[src/rtl/booth_pkg.sv]
package booth_pkg;

  typedef struct packed {
    logic neg;
    logic one;
    logic two;
  } booth_sel_t;

  function automatic int row_count(input int width);
    return width / 2 + 1;
  endfunction

endpackage

[src/rtl/booth_recoder.sv]
module booth_recoder
  import booth_pkg::*;
(
  input  logic [2:0] trip,
  output booth_sel_t sel
);

  logic hi, mid, lo;

  always_comb begin
    hi  = trip[2];
    mid = trip[1];
    lo  = trip[0];
    sel.one = mid ^ lo;
    sel.two = (hi & ~mid & ~lo) | (~hi & mid & lo);
    sel.neg = hi & ~(mid & lo);
  end

endmodule

[src/rtl/booth_row_gen.sv]
module booth_row_gen
  import booth_pkg::*;
#(
  parameter int W     = 16,
  parameter int PW    = 2 * W,
  parameter int SHIFT = 0
) (
  input  booth_sel_t    sel,
  input  logic [W-1:0]  y,
  input  logic          ysx,
  output logic [PW-1:0] row
);

  logic [W:0]    mag;
  logic [W:0]    inv;
  logic          sgn;
  logic [PW-1:0] ext;

  always_comb begin
    if (sel.one)      mag = {ysx, y};
    else if (sel.two) mag = {y, 1'b0};
    else              mag = '0;
    inv = mag ^ {(W+1){sel.neg}};
    sgn = sel.neg ^ (ysx & (sel.one | sel.two));
    ext = {{(PW-W-1){sgn}}, inv};
    row = ext << SHIFT;
  end

endmodule

[src/rtl/csa32.sv]
module csa32 #(
  parameter int PW = 32
) (
  input  logic [PW-1:0] a,
  input  logic [PW-1:0] b,
  input  logic [PW-1:0] c,
  output logic [PW-1:0] s,
  output logic [PW-1:0] cy
);

  logic [PW-1:0] maj;

  always_comb begin
    s   = a ^ b ^ c;
    maj = (a & b) | (a & c) | (b & c);
    cy  = {maj[PW-2:0], 1'b0};
  end

endmodule

[src/rtl/booth_mul.sv]
module booth_mul
  import booth_pkg::*;
#(
  parameter int W = 16
) (
  input  logic           clk,
  input  logic           rst_n,
  input  logic           en,
  input  logic           mode_signed,
  input  logic [W-1:0]   op_y,
  input  logic [W-1:0]   op_x,
  output logic [2*W-1:0] product
);

  localparam int PW   = 2 * W;
  localparam int ROWS = row_count(W);
  localparam int XW   = W + 3;

  logic          ysx, xsx;
  logic [XW-1:0] x_ext;
  booth_sel_t    sel_raw [ROWS];
  booth_sel_t    sel_eff [ROWS];
  logic [PW-1:0] add_v   [ROWS+1];
  logic [PW-1:0] hot_v;
  logic [PW-1:0] sum_v   [ROWS];
  logic [PW-1:0] car_v   [ROWS];
  logic [PW-1:0] prod_comb;
  logic [PW-1:0] prod_d;
  logic [PW-1:0] prod_q;

  always_comb begin
    ysx   = mode_signed & op_y[W-1];
    xsx   = mode_signed & op_x[W-1];
    x_ext = {xsx, xsx, op_x, 1'b0};
  end

  for (genvar i = 0; i < ROWS; i++) begin : g_row
    booth_recoder u_rec (
      .trip (x_ext[2*i+2 : 2*i]),
      .sel  (sel_raw[i])
    );

    if (i == ROWS - 1) begin : g_top
      always_comb sel_eff[i] = mode_signed ? '0 : sel_raw[i];
    end else begin : g_mid
      always_comb sel_eff[i] = sel_raw[i];
    end

    booth_row_gen #(.W(W), .PW(PW), .SHIFT(2*i)) u_row (
      .sel (sel_eff[i]),
      .y   (op_y),
      .ysx (ysx),
      .row (add_v[i])
    );
  end

  always_comb begin
    hot_v = '0;
    for (int i = 0; i < ROWS; i++) hot_v[2*i] = sel_eff[i].neg;
  end

  assign add_v[ROWS] = hot_v;
  assign sum_v[0]    = add_v[0];
  assign car_v[0]    = add_v[1];

  for (genvar k = 0; k < ROWS - 1; k++) begin : g_csa
    csa32 #(.PW(PW)) u_csa (
      .a  (sum_v[k]),
      .b  (car_v[k]),
      .c  (add_v[k+2]),
      .s  (sum_v[k+1]),
      .cy (car_v[k+1])
    );
  end

  assign prod_comb = sum_v[ROWS-1] + car_v[ROWS-1];

  always_comb begin
    prod_d = prod_q;
    if (en) prod_d = prod_comb;
  end

  always_ff @(posedge clk or negedge rst_n) begin
    if (!rst_n) prod_q <= '0;
    else        prod_q <= prod_d;
  end

  assign product = prod_q;

endmodule

[config.mk]
export PLATFORM = sky130hd
export DESIGN_NAME = booth_mul
export DESIGN_NICKNAME = d
export VERILOG_FILES = /design/src/rtl/booth_pkg.sv /design/src/rtl/booth_recoder.sv /design/src/rtl/booth_row_gen.sv /design/src/rtl/csa32.sv /design/src/rtl/booth_mul.sv
export SDC_FILE = /design/constraint.sdc
export NUM_CORES = 1
export LEC_CHECK = 0
export ABC_AREA = 1
export BUFFER_PORTS_ARGS = -buffer_cell sky130_fd_sc_hd__buf_2
export CAP_MARGIN = 20
export CORE_UTILIZATION = 44
export DETAILED_ROUTE_END_ITERATION = 16
export GPL_ROUTABILITY_DRIVEN = 0
export PLACE_DENSITY = 0.65
export SYNTH_ARGS = -nofsm -noshare
export SYNTH_HDL_FRONTEND = slang
export SYNTH_HIERARCHICAL = 1
export SYNTH_SLANG_ARGS = --single-unit
[constraint.sdc]
create_clock -name clk -period 1.7 [get_ports clk]
set_input_delay 0.34 -clock clk [delete_from_list [all_inputs] [get_ports clk]]
set_output_delay 0.34 -clock clk [all_outputs]
set_load 0.005 [all_outputs]
==> flow_summary.json <==
{
  "status": "finished, violations left",
  "violations": "negative setup slack",
  "synth.cell_area_sq_mm": 0.0156,
  "rows": 68,
  "grt_pass1_vias": 14400,
  "synth_area_leaders": "fa_1 32%, nand2_1 22%, nand3_1 8.6%",
  "pre_cts_slack_ns": -5.23,
  "synth_edf_count": 0,
  "drtAntennaViolNets": 0,
  "tns_ns": -145.48,
  "stdcell_count": 2828,
  "max_freq_mhz": 156,
  "synthAdderAreaFrac_pct": 35.1,
  "crit_top_cell": "fa_1",
  "fin_nets": 2697,
  "vias": 14500,
  "grt_use_met2_pct": 43.8,
  "max-slew-margin-rel_pct": 54.2,
  "grt_usage_pct": 23.8,
  "drive_gt1_share_pct": 33.0,
  "synth_cell_types": 38,
  "synth_cells": 2159,
  "synth-simple-area-share_pct": 38.7,
  "path_class": "input pin to flip-flop",
  "design.die.area_sq_mm": 0.0362,
  "yosysSeqAreaShare_pct": 5.13,
  "grt_overflow": 0,
  "wl_per_cell_um": 15.4,
  "synthXorXnorAreaFrac_pct": 1.74,
  "crit_path_top_delay_cell": "fa_1",
  "clk_latency_ns": 0.27,
  "die_h_um": 190,
  "final-setup-viol-count": 32,
  "cts_sinks": 32,
  "ys_ff_latch": 32,
  "syn_to_final_growth_pct": 25.0,
  "critPathCaptureType": "flip-flop",
  "viasPerCell": 5.14,
  "maxCapViolCount": 0,
  "cts-root-buf": "clkbuf_16",
  "yosys_most_used_dff": "dfrtp_1",
  "num_io_pins": 68,
  "fp.dieW_um": 190,
  "grt.busiest_layer": "met2",
  "finalMaxSlewViolations": 0,
  "synth_top_area_share_pct": 31.9,
  "portBuffers": 67,
  "fin_ws_ns": -4.72,
  "yosysTopAreaCell": "fa_1",
  "tightestPinTransition_ns": 0.688,
  "synthMuxAreaShare_pct": 0,
  "worstHoldPathType": "input pin to asynchronous set/reset pin",
  "start_util_pct": 45.0,
  "cp.arrival_ns": 6.58,
  "synth_top_family_by_area": "simple AND/OR/NAND/NOR gates",
  "h-tree-depth": 2,
  "tritoncts": "built",
  "cp-start-kind": "input pin",
  "drc": 0,
  "grt_max_degree": 40,
  "largest_reg_flops": 32,
  "core_sq_mm": 0.0347,
  "drt_iter0_drc": 938,
  "grtUsageMet3_pct": 1.20,
  "synth_compound_area_share_pct": 1.47,
  "place_inst": 2754,
  "yosys_warnings": 6,
  "finalClockSkew_ns": 0,
  "hpwl_um": 34700,
  "cts_buffers": 5,
  "grt_pass1_wl_um": 70100,
  "path_clk_slew_ns": 0.05,
  "required_ns": 1.86,
  "async_flop_share_pct": 100,
  "min_period_ns": 6.42,
  "nFillCells": 3012,
  "wirelength_um": 43400,
  "avgSynthCellArea_sq_um": 7.23,
  "design_area_sq_mm": 0.0195,
  "use_met1_pct": 29.4,
  "antenna_found_initial": 0,
  "hold_viol": 0,
  "post-route-period-util_pct": 378,
  "slowest_delay_ns": 0.51,
  "rsz0062_at_grt": "true",
  "cts_hold_buf": 0,
  "n_antenna_cell": 0,
  "clock_path_buffers": 2,
  "worstPathMaxFanout": 6,
  "placed_cell_area_sq_mm": 0.0176,
  "first_pass_iters": 5
}
[synthesized netlist by cell type, types with 18 or more instances]
cell type / count
inv_1: 165
nand2_1: 905
fa_1: 249
nor2_1: 47
nand3_1: 267
a21oi_1: 21
ha_1: 40
buf_4: 162
dfrtp_1: 32
xor2_1: 18
nand3_2: 92
buf_6: 18
[final timing paths]
check                                        startpoint                 endpoint  slack (ns)  depth (start not counted)
worst max-delay path                            op_x[0]  product[31]$_DFFE_PN0P_       -4.72                         32
worst min-delay path                              rst_n  product[11]$_DFFE_PN0P_        0.11                          1
worst max register to register  product[12]$_DFFE_PN0P_  product[12]$_DFFE_PN0P_        1.05                          2
worst min register to register   product[1]$_DFFE_PN0P_   product[1]$_DFFE_PN0P_        0.47                          2
max in group asynchronous                         rst_n  product[31]$_DFFE_PN0P_        1.15                          1
min in group clk                 product[1]$_DFFE_PN0P_   product[1]$_DFFE_PN0P_        0.47                          2
[per-stage QoR]
step	hold slack, ns	util (%)
after CTS	0.132	53.5
after floorplan	0.0444	-
after global routing	0.180	56.2
after detailed placement	0.422	50.6
after global placement	0.414	50.6
final	0.108	56.2
[cell usage in the layout (no fill, tap or decap), drive strengths merged, types with 7 or more instances in the layout]
cell	n
fa	249
nand2	917
ha	40
xnor2	13
inv	183
clkbuf	7
nor2	56
conb	107
o21ai	15
xor2	18
nand3	359
buf	335
a21oi	22
dfrtp	32
[cell type report]
cell class | instances | area [sq um] | area share [%]
Clock inverter | 2 | 10.0 | 0.0513
Timing Repair Buffer | 336 | 2980 | 15.3
Multi-Input combinational cell | 1812 | 14200 | 72.9
Inverter | 184 | 785 | 4.02
Tap cell | 455 | 569 | 2.92
Sequential cell | 32 | 801 | 4.10
Timing Repair inverter | 1 | 6.26 | 0.0321
Clock buffer | 6 | 139 | 0.712
[logic make-up after synthesis]
logic type / after synthesis
flops: 32
simple gates: 1343
fa+ha+maj: 289
other cells: 17
compound gates: 42
xor+xnor: 31
buf+inv: 405
[worst max-delay path, delay by kind of cell]
kind | cells | cell delay, ns
fa+ha+maj | 10 | 4.42
buf+inv | 7 | 0.72
simple gates | 15 | 1.10
[layer usage]
| metal | wire length [um] | share of wire [%] |
|---|---|---|
| met1 | 17600 | 41 |
| met2 | 22000 | 51 |
| met3 | 2040 | 4.7 |
| met4 | 1790 | 4.1 |
| met5 | 0 | 0 |
[repair_timing]
item | CTS | global route
buffers inserted | 36 | 30
gates resized for setup | 130 | 202
gates cloned | 2 | 1
pin swaps | 158 | 162
endpoints found under the setup margin | 32 | 32
Power is left out: the tool's default activity adds up to more than one toggle a clock period on the data nets, which glitch-free logic cannot reach.
